<file path="config.mk">
export PLATFORM = sky130hd
export DESIGN_NAME = uart_wordlen_tx
export DESIGN_NICKNAME = d
export VERILOG_FILES = /design/src/rtl/uart_wordlen_tx.sv
export SDC_FILE = /design/constraint.sdc
export NUM_CORES = 1
export LEC_CHECK = 0
export ABC_AREA = 1
export BUFFER_PORTS_ARGS = -buffer_cell sky130_fd_sc_hd__buf_2
export CORE_ASPECT_RATIO = 1.2
export CORE_UTILIZATION = 40
export DETAILED_ROUTE_END_ITERATION = 8
export GPL_TIMING_DRIVEN = 0
export HOLD_SLACK_MARGIN = 0.03
export PLACE_DENSITY = 0.68
export SKIP_CTS_REPAIR_TIMING = 1
export SLEW_MARGIN = 25
export SYNTH_ARGS = -nofsm -noshare
export SYNTH_HDL_FRONTEND = slang
export SYNTH_SLANG_ARGS = --single-unit
</file>
<file path="constraint.sdc">
create_clock -name clk -period 3.15 [get_ports clk]
set_clock_uncertainty 0.15 [all_clocks]
set_input_delay 0.1575 -clock clk [delete_from_list [all_inputs] [get_ports clk]]
set_output_delay 0.1575 -clock clk [all_outputs]
set_load 0.01 [all_outputs]
</file>
<file path="src/rtl/uart_wordlen_tx.sv">
module uart_wordlen_tx #(
  parameter int DEPTH = 8
) (
  input  logic       clk,
  input  logic       rst_n,
  input  logic       fifo_mode,
  input  logic [1:0] len_code,
  input  logic       par_en,
  input  logic       par_odd,
  input  logic [8:0] in_data,
  input  logic       in_valid,
  output logic       in_ready,
  input  logic       idle_req,
  input  logic       brk_req,
  input  logic       baud_tick,
  output logic       tx,
  output logic       busy
);
  localparam int DW = 9;
  localparam int FW = DW + 2;
  localparam int AW = $clog2(DEPTH);
  localparam int CW = $clog2(DEPTH + 1);

  logic [DW-1:0] mem [DEPTH];
  logic [AW-1:0] wp, rp;
  logic [CW-1:0] cnt_q, cap;
  logic [FW-1:0] sh, frm;
  logic [3:0]    slots;
  logic          brk_p, idl_p;
  logic [3:0]    nb;
  logic [DW-1:0] word, dmask;
  logic          par;

  assign cap      = fifo_mode ? CW'(DEPTH) : CW'(1);
  assign in_ready = cnt_q < cap;
  assign tx       = (slots != 4'd0) ? sh[0] : 1'b1;
  assign busy     = (slots != 4'd0) || brk_p || idl_p || (cnt_q != '0);

  wire push     = in_valid && in_ready;
  wire start    = baud_tick && (slots <= 4'd1);
  wire take_brk = start && brk_p;
  wire take_idl = start && !brk_p && idl_p;
  wire take_dat = start && !brk_p && !idl_p && (cnt_q != '0);

  always_comb begin
    case (len_code)
      2'b01:   nb = 4'd9;
      2'b10:   nb = 4'd7;
      default: nb = 4'd8;
    endcase
  end

  assign word = mem[rp];

  always_comb begin
    for (int i = 0; i < DW; i++) dmask[i] = (i < int'(nb) - 1);
    par = ^(word & dmask) ^ par_odd;
    frm = '1;
    for (int i = 0; i < FW; i++) begin
      if (take_brk) begin
        frm[i] = (i > int'(nb));
      end else if (!take_idl) begin
        if (i == 0) frm[i] = 1'b0;
        else if (i <= int'(nb)) frm[i] = (par_en && i == int'(nb)) ? par : word[i-1];
      end
    end
  end

  always_ff @(posedge clk) begin
    if (push) mem[wp] <= in_data;
  end

  always_ff @(posedge clk or negedge rst_n) begin
    if (!rst_n) begin
      wp    <= '0;
      rp    <= '0;
      cnt_q <= '0;
      sh    <= '1;
      slots <= 4'd0;
      brk_p <= 1'b0;
      idl_p <= 1'b0;
    end else begin
      brk_p <= brk_req | (brk_p & ~take_brk);
      idl_p <= idle_req | (idl_p & ~take_idl);
      if (push) wp <= (wp == AW'(DEPTH - 1)) ? '0 : wp + 1'b1;
      if (take_dat) rp <= (rp == AW'(DEPTH - 1)) ? '0 : rp + 1'b1;
      if (push && !take_dat) cnt_q <= cnt_q + 1'b1;
      else if (!push && take_dat) cnt_q <= cnt_q - 1'b1;
      if (baud_tick) begin
        if (slots > 4'd1) begin
          sh    <= {1'b1, sh[FW-1:1]};
          slots <= slots - 4'd1;
        end else if (take_brk || take_idl || take_dat) begin
          sh    <= frm;
          slots <= nb + 4'd2;
        end else begin
          slots <= 4'd0;
        end
      end
    end
  end

  a_r7_rest_high: assert property (@(posedge clk) disable iff (!rst_n) !busy |-> tx);
  a_r7_tick_only: assert property (@(posedge clk) disable iff (!rst_n) !baud_tick |=> $stable(tx));
  a_r5_break_low: assert property (@(posedge clk) disable iff (!rst_n) take_brk |=> !tx);
  a_r4_idle_high: assert property (@(posedge clk) disable iff (!rst_n) take_idl |=> tx);
  a_r2_start_low: assert property (@(posedge clk) disable iff (!rst_n) take_dat |=> !tx);
  a_r6_one_break: assert property (@(posedge clk) disable iff (!rst_n) (take_brk && !brk_req) |=> !brk_p);
  a_r8_no_overflow: assert property (@(posedge clk) disable iff (!rst_n) cnt_q <= CW'(DEPTH));
  a_r9_single_hold: assert property (@(posedge clk) disable iff (!rst_n) (!fifo_mode && push) |=> !in_ready);
endmodule

</file>
==> results_dict.tcl, run 1 <==
set metrics [dict create \
    layout.nets 654 \
    dr.first_iter.drc_count 234 \
    dp_slack_ns -0.0419 \
    first_pass_iters 5 \
    ant_nets 0 \
    viasPerCell 4.88 \
    finalCriticalPeriod_ns 2.91 \
    worst-setup-path-type "flip-flop to flip-flop" \
    cts_tree "built" \
    start_kind "flip-flop" \
    outcome "complete, no violations" \
    io_buffers 22 \
    setup_violations 0 \
    maxCapViolCount 0 \
    p_leak_uw 0.00269 \
    setup_slack_ns 0.243 \
    fmax_mhz 344 \
    drc 0 \
    core_um2 12200 \
    crit_chain "inv_2, ha_2, o21ai_2, nor2_2, inv_2, nor2_4, inv_2, nor3_4, inv_1, ha_1, inv_1, ha_1, a21o_1, a21oi_2, nor2_1, nor2_1, nand2_1, xnor2_1" \
    clk_latency_ns 0.34 \
    cts_max_path_buffers 2 \
    tightestPinTransition_ns 0.998 \
    slowest_stage "dfrtp_1" \
    synth_edf_count 72 \
    cts.sinks 99 \
    grt.total_usage_pct 17.9 \
    required_ns 3.23 \
    synth_ff_type "edfxtp_1" \
    crit_top_cell "inv_2" \
    gp_congestion 0.822 \
    hold_violations 0 \
    areaGrowthSynthToFinish_pct 14.7 \
    fillCellCount 1184 \
    numPlacedInstances 754 \
    final_cell_area_um2 5810 \
    yosysUniqueCellTypes 37 \
    drive_gt1_share_pct 14.3 \
    grt_pass1_vias 3788 \
    wl_per_cell_um 14.0 \
    dieArea_um2 13100 \
    syn_nets 607 \
    grt_setup_unrepaired "false" \
    async_flop_share_pct 27.3 \
    antenna_found_initial 0 \
    avgSynthCellArea_um2 8.87 \
    critPathCaptureType "flip-flop" \
    ys_seq_elements 99 \
    fin_crit_sh_pct 92.3 \
    max_stage_delay_ns 0.41 \
    finalSetupTns_ns 0 \
    slew_viol_final 0 \
    rows 44 \
    ios 23 \
    post-dp-hpwl_um 7750 \
    clockRootBuffer "clkbuf_16" \
    diodes 0 \
    max_slew_margin_pct 33.2 \
    cts_buffers 9 \
    ys_seq_area_share_pct 56.3 \
    grt.overflow.total 0 \
    fin_cells 784 \
    cts.htree.levels 3 \
    wl_um 11000 \
    initial_utilization_pct 41.4 \
    irDropWorstVdd_mv 0.353 \
    vias 3829 \
    syn_inst 571 \
    placed_area_um2 5380 \
    grt_max_degree 28 \
    die_y_um 125 \
    path_max_fanout 6 \
    powerDensity_nw_per_um2 676 \
    grt_first_pass_wirelength_um 18300 \
    path_clk_slew_ns 0.07 \
    die_w_um 105 \
    yosys_warnings 0 \
    hp-class "input port to flip-flop" \
    critPathArrivalTime_ns 2.99 \
    netlist_area_um2 5060 \
]
==> cell families (layout without fill, tap and decap cells) <==
family | after synthesis | after routing | synth area share [%]
compound gates | 48 | 48 | 5.51
simple gates | 299 | 299 | 24.7
xor+xnor | 4 | 4 | 0.692
buf+inv | 104 | 156 | 8.50
flops | 99 | 99 | 56.3
fa+ha+maj | 16 | 16 | 4.10
mux | 1 | 1 | 0.222
==> worst paths after layout <==
check	startpoint	endpoint	slack, ns	depth (start not counted)
worst max-delay path	slots[0]	cnt_q[3]	0.24	18
worst min register to register	sh[3]	sh[3]	0.36	2
max in group asynchronous	rst_n	slots[0]	2.23	2
worst min-delay path	in_valid	wp[0]	0.03	4
min in group asynchronous	rst_n	rp[2]	0.22	2
worst max register to register	slots[0]	cnt_q[3]	0.24	18
==> layer usage <==
layer  routed length (um)  vias up  share of wire [%]  track usage (%)
met5                    0        -                  0                0
met4                  157        0                1.4             6.30
met3                  462       14                4.2             3.81
met2                 5380       86                 49             30.1
met1                 4990     1800                 45             22.7
li1                     -     1929                  -                -
==> per-stage QoR <==
step / hold slack, ns / utilization [%] / total power [uW]
CTS: -0.306 / 46.3 / 3910
finish: 0.0265 / 47.5 / 3920
floorplan: -0.288 / - / 2600
detailed placement: 0.0679 / 44.1 / 2910
global placement: 0.0665 / 44.0 / 2840
global route: 0.0668 / 47.5 / 4190
==> worst max-delay path: cells and delay by family (launching register included) <==
kind	cells	cell delay [ns]
AO/OA/AOI/OAI	3	0.43
adder cells (fa/ha/maj)	3	0.65
flip-flops	1	0.41
XOR/XNOR	1	0.12
buffers and inverters	5	0.43
AND/OR/NAND/NOR	6	0.62
==> synthesized netlist by cell type (5+ instances only) <==
cell type,n,share of area [%]
a21oi_1,14,1.4
buf_2,5,0.49
buf_4,5,0.74
dfrtp_1,16,7.9
dfstp_2,11,5.7
edfxtp_1,72,43
ha_1,15,3.7
inv_1,83,6.2
inv_2,6,0.44
nand2_1,186,14
nand3_1,56,5.5
nor2_1,45,3.3
o21ai_0,18,1.8
==> layout make-up <==
type | count | area (um2) | area share (%)
Multi-Input combinational cell | 368 | 1810 | 31.1
Buffer | 15 | 96.3 | 1.66
Timing Repair Buffer | 36 | 248 | 4.27
Inverter | 89 | 334 | 5.75
Clock buffer | 10 | 229 | 3.94
Tap cell | 161 | 201 | 3.47
Clock inverter | 6 | 41.3 | 0.711
Sequential cell | 99 | 2850 | 49.1
==> cell usage in the layout, fill, tap and decap left out, types with 2 or more instances in the layout <==
cell,count
dlygate4sd3_1,13
nor4_1,2
o21ai_0,18
clkinv_4,2
a22oi_1,3
inv_2,8
inv_1,81
nand3_1,56
buf_6,2
nand2_1,186
nor2_2,9
clkbuf_1,4
o221ai_1,2
dfrtp_1,16
buf_4,6
edfxtp_1,72
o21bai_1,2
buf_2,27
a21oi_1,13
nor2_1,38
xnor2_1,3
dfstp_2,11
ha_1,14
clkbuf_16,9
a31oi_1,3
clkinv_2,3
nand3_2,2
nor2_4,2
a21oi_2,2
==> where the power goes <==
part           switching [uW]  internal (uW)  total [uW]
logic                     711            417        1130
registers                 126           1660        1790
clock network             468            537        1000
total                    1310           2620        3920
==> sequential cells by signal, indices dropped and copies added (netlist names) <==
| register | flops |
|---|---|
| brk_p | 1 |
| cnt_q | 4 |
| idl_p | 1 |
| mem | 72 |
| rp | 3 |
| sh | 11 |
| slots | 4 |
| wp | 3 |
Note: power is estimated with default switching activity, not from simulation.
==> inputs of run 2 (changes only) <==
--- a/config.mk
+++ b/config.mk
@@ -12,7 +12,7 @@
 export DETAILED_ROUTE_END_ITERATION = 8
 export GPL_TIMING_DRIVEN = 0
 export HOLD_SLACK_MARGIN = 0.03
-export PLACE_DENSITY = 0.68
+export PLACE_DENSITY = 0.7
 export SKIP_CTS_REPAIR_TIMING = 1
 export SLEW_MARGIN = 25
 export SYNTH_ARGS = -nofsm -noshare
==> constraint.sdc (replaced) <==
create_clock -name clk -period 2.6 [get_ports clk]
set_clock_uncertainty 0.15 [all_clocks]
set_input_delay 0.13 -clock clk [delete_from_list [all_inputs] [get_ports clk]]
set_output_delay 0.13 -clock clk [all_outputs]
set_load 0.01 [all_outputs]
==> run 2 against run 1 <==
- the flow now finishes with violations (setup timing)
- total power up 28%
- cell area up 3.2%
- clock power up 23%
- non-clock buffer count up 9
- cell count up 1.1%
- flip-flop and latch count unchanged
- register-to-register slack worse by 0.30 ns
- wire length up 2.4%
- combinational power up 41%
==> results_dict.tcl, run 2 (same netlist as run 1, synthesis figures left out) <==
set metrics [dict create \
    wl_um 11300 \
    setup_slack_ns -0.0550 \
    worst-setup-path-type "flip-flop to flip-flop" \
    wl_per_cell_um 14.2 \
    cts.htree.levels 3 \
    path_clk_slew_ns 0.06 \
    final_common_cell "nand2_1" \
    p_leak_uw 0.00273 \
    clockRootBuffer "clkbuf_16" \
    clk_latency_ns 0.34 \
    largest_reg_flops 72 \
    maxCapViolCount 0 \
    wl_met1_um 4860 \
    grt.overflow.total 0 \
    fin_cells 793 \
    dieArea_um2 13100 \
    antenna_found_initial 0 \
    required_ns 2.68 \
    grt_first_pass_wirelength_um 18200 \
    powerDensity_nw_per_um2 835 \
    irDropWorstVdd_mv 0.365 \
    setup_violations 2 \
    first_pass_iters 5 \
    rr_worst_depth 18 \
    path_max_fanout 3 \
    areaGrowthSynthToFinish_pct 18.4 \
    numPlacedInstances 754 \
    whs_ns 0.00736 \
    layout.nets 663 \
    drc 0 \
    cts_buffers 9 \
    drive_gt1_share_pct 16.9 \
    slowest_stage "dfrtp_1" \
    grt_setup_unrepaired "true" \
    wl_met2_um 5720 \
    regMostFlops "mem" \
    tightestPinTransition_ns 0.651 \
    grt.total_usage_pct 17.7 \
    dr.first_iter.drc_count 231 \
    gp_congestion 0.858 \
    violations "setup timing" \
    initial_utilization_pct 41.4 \
    crit_chain "buf_4, ha_4, o21ai_4, nor2_4, inv_2, nor2_4, inv_2, nor3_4, inv_2, ha_4, inv_4, ha_4, a21o_1, a21oi_2, nor2_1, nor2_1, nand2_1, xnor2_1" \
    min_path_cells 5 \
    top_regs "mem x72, sh x11" \
    max_slew_margin_pct 56.6 \
    hp-class "input port to flip-flop" \
    post-dp-hpwl_um 7640 \
    hold_violations 0 \
    max_stage_delay_ns 0.40 \
    viasPerCell 4.92 \
    grt_pass1_vias 3745 \
    rows 44 \
    layout_common_cells "nand2_1, inv_1, edfxtp_1" \
    critPathCaptureType "flip-flop" \
    slew_viol_final 0 \
    critPathArrivalTime_ns 2.74 \
    fin_crit_sh_pct 102 \
    cts_tree "built" \
    cts_max_path_buffers 2 \
    top_layer_used "met4" \
    ant_nets 0 \
    fillCellCount 1146 \
    dp_slack_ns -0.475 \
    die_w_um 105 \
    fmax_mhz 377 \
    cts.sinks 99 \
    wl_met3_um 492 \
    vias 3899 \
    ios 23 \
    placed_area_um2 5400 \
    final_cell_area_um2 6000 \
    start_kind "flip-flop" \
    io_buffers 22 \
    core_um2 12200 \
    outcome "finished, violations left" \
    grt_max_degree 28 \
    diodes 0 \
    die_y_um 125 \
    finalCriticalPeriod_ns 2.65 \
]
## run 2: worst paths after layout
check / from / to / slack, ns
max: slots[0] / cnt_q[3] / -0.05
min: par_en / sh[9] / 0.007
min in group asynchronous: rst_n / rp[2] / 0.21
min reg2reg: sh[6] / sh[5] / 0.35
max in group asynchronous: rst_n / rp[0] / 1.64
max reg2reg: slots[0] / cnt_q[3] / -0.05
## run 2: power by group
group,leakage [uW],internal (uW),switching (uW)
logic,0.00165,646,948
clock network,0.000127,673,555
registers,0.000950,2020,166
## run 2: final cells by class
class                      instances  area, um2  area share, %
tap                              161        201           3.36
timing repair buffer              45        315           5.26
inverter                          89        344           5.74
multi-input combinational        368       1910           31.8
clock buffer                      13        250           4.17
sequential                        99       2850           47.6
buffer                            15        106           1.77
clock inverter                     3       17.5          0.292
## run 2: layer usage
metal / global-route usage (%) / vias up
met1: 22.7 / 1846
li1: - / 1950
met2: 30.4 / 88
met4: 5.47 / 0
met5: 0 / -
met3: 3.18 / 15
## run 2: worst max-delay path: cells and delay by family, from the launching register on
kind,cells,cell delay (ns)
fa+ha+maj,3,0.51
xor+xnor,1,0.12
simple gates,6,0.37
compound gates,3,0.52
buf+inv,5,0.46
flops,1,0.40
## run 2: through the flow
stage	TNS [ns]	utilization (%)	total power, uW
4_1_cts	-3.30	46.3	4770
2_1_floorplan	-0.117	-	3190
6_report	-0.0690	49.1	5000
3_5_place_dp	-2.20	44.1	3540
3_3_place_gp	-1.01	44.1	3470
5_1_grt	-0.461	49.1	5310
==> inputs of run 3 (changes only) <==
--- a/config.mk
+++ b/config.mk
@@ -10,9 +10,10 @@
 export CORE_ASPECT_RATIO = 1.2
 export CORE_UTILIZATION = 40
 export DETAILED_ROUTE_END_ITERATION = 8
-export GPL_TIMING_DRIVEN = 0
+export GPL_ROUTABILITY_DRIVEN = 0
 export HOLD_SLACK_MARGIN = 0.03
 export PLACE_DENSITY = 0.7
+export SETUP_SLACK_MARGIN = 0.02
 export SKIP_CTS_REPAIR_TIMING = 1
 export SLEW_MARGIN = 25
 export SYNTH_ARGS = -nofsm -noshare
==> run 3 against run 2 <==
- the flow finishes with violations (hold timing, setup timing)
- wire length about the same
- die area stayed put
- core utilization rose by 0.98 points
- critical path type unchanged
- critical endpoint unchanged
- largest power group unchanged
==> results_dict.tcl, run 3 (same netlist as run 1, synthesis figures left out) <==
set metrics [dict create \
    tightestPinTransition_ns 0.615 \
    largest_reg_flops 72 \
    wl_per_cell_um 14.0 \
    multi_input_area_um2 1880 \
    ios 23 \
    cts_max_path_buffers 2 \
    outcome "finished, violations left" \
    cts.sinks 99 \
    top_regs "mem x72, sh x11" \
    diodes 0 \
    path_max_fanout 3 \
    initial_utilization_pct 41.4 \
    slowest_stage "dfrtp_1" \
    fillCellCount 1107 \
    grt.overflow.total 0 \
    regArea_um2 2850 \
    max_stage_delay_ns 0.43 \
    power_uw 5180 \
    p_leak_uw 0.00283 \
    cts.htree.levels 3 \
    antenna_found_initial 0 \
    dieArea_um2 13100 \
    rows 44 \
    clkPwrFrac_pct 25.4 \
    p_sw_uw 1690 \
    grt_first_pass_wirelength_um 18300 \
    finalSetupTns_ns -0.105 \
    regMostFlops "mem" \
    cts_tree "built" \
    clockRootBuffer "clkbuf_16" \
    whs_ns -0.00532 \
    critPathArrivalTime_ns 2.79 \
    grt.total_usage_pct 18.0 \
    required_ns 2.70 \
    clk_latency_ns 0.35 \
    finalCriticalPeriod_ns 2.69 \
    post-dp-hpwl_um 7520 \
    fmax_mhz 372 \
    internal-power_uw 3480 \
    layout_common_cells "nand2_1, inv_1, edfxtp_1" \
    worst-setup-path-type "flip-flop to flip-flop" \
    hold_violations 1 \
    final_common_cell "nand2_1" \
    pwr-share-comb_pct 32.9 \
    grt_setup_unrepaired "true" \
    max_slew_margin_pct 59.0 \
    setup_violations 2 \
    die_w_um 105 \
    crit_top_cell "inv_2" \
    drc 0 \
    p_sw_share_pct 32.7 \
    die_y_um 125 \
    dr.first_iter.drc_count 226 \
    path_clk_slew_ns 0.07 \
    core_um2 12200 \
    slew_viol_final 0 \
    layout.nets 676 \
    violations "hold timing, setup timing" \
    first_pass_iters 5 \
    setup_slack_ns -0.0903 \
    fin_crit_sh_pct 103 \
    seqPwrFrac_pct 41.7 \
    maxCapViolCount 0 \
    ant_nets 0 \
    crit_chain "inv_2, ha_4, o21ai_4, nor2_4, inv_2, nor2_4, inv_2, nor3_4, inv_1, ha_2, inv_2, ha_4, a21o_1, a21oi_2, nor2_1, nor2_1, nand2_1, xnor2_1" \
    drive_gt1_share_pct 18.5 \
    wl_um 11200 \
    io_buffers 22 \
    vias 3935 \
    irDropWorstVdd_mv 0.360 \
    hp-class "input port to flip-flop" \
    grt_max_degree 41 \
    critPathCaptureType "flip-flop" \
    viasPerCell 4.89 \
    powerDensity_nw_per_um2 847 \
    dp_slack_ns -0.0682 \
    cts_buffers 9 \
    start_kind "flip-flop" \
    areaGrowthSynthToFinish_pct 20.8 \
    grt_pass1_vias 3875 \
]
-- run 3: layout make-up --
class	count	share of cell area [%]
clock buffer	9	3.68
clock inverter	6	1.08
inverter	89	5.63
multi-input combinational	368	30.8
sequential	99	46.6
tap	161	3.29
timing repair buffer	73	8.88
-- run 3: path summary, 6_finish.rpt --
path	start	endpoint	slack (ns)	cells past startpoint
min	baud_tick	slots[2]	-0.005	5
min reg2reg	sh[3]	sh[2]	0.35	2
min in group asynchronous	rst_n	idl_p	0.18	2
max	slots[0]	cnt_q[3]	-0.09	18
max in group asynchronous	rst_n	rp[0]	1.68	2
max reg2reg	slots[0]	cnt_q[3]	-0.09	18
-- run 3: metrics by stage --
step,instances,area (um2),util [%]
6_report,805,6120,50.0
5_1_grt,805,6120,50.0
4_1_cts,785,5820,47.6
3_5_place_dp,770,5530,45.3
3_3_place_gp,770,5530,45.3
2_1_floorplan,571,5080,-
-- run 3: layer usage --
metal	vias up	share of wire, %	track usage, %	routed length (um)
met5	-	0	0	0
met4	0	2.7	10.1	308
met3	23	3.9	3.34	433
met2	85	52	31.5	5860
met1	1862	41	20.7	4640
li1	1965	-	-	-
-- run 3: critical path, delay by kind of cell (launching register included) --
kind | cells | cell delay, ns
buffers and inverters | 5 | 0.33
and+or+nand+nor | 6 | 0.65
DFF | 1 | 0.43
adders and majority gates | 3 | 0.53
AOI/OAI and AO/OA | 3 | 0.37
xor gates and xnor gates | 1 | 0.12
-- run 3: power by group through the flow --
stage | Clock, uW | Combinational [uW] | Sequential, uW
4_1_cts | 1330 | 1520 | 2150
2_1_floorplan | 0 | 1030 | 2160
5_1_grt | 1400 | 1910 | 2190
3_5_place_dp | 0 | 1510 | 2180
3_3_place_gp | 0 | 1440 | 2170
6_report | 1320 | 1700 | 2160
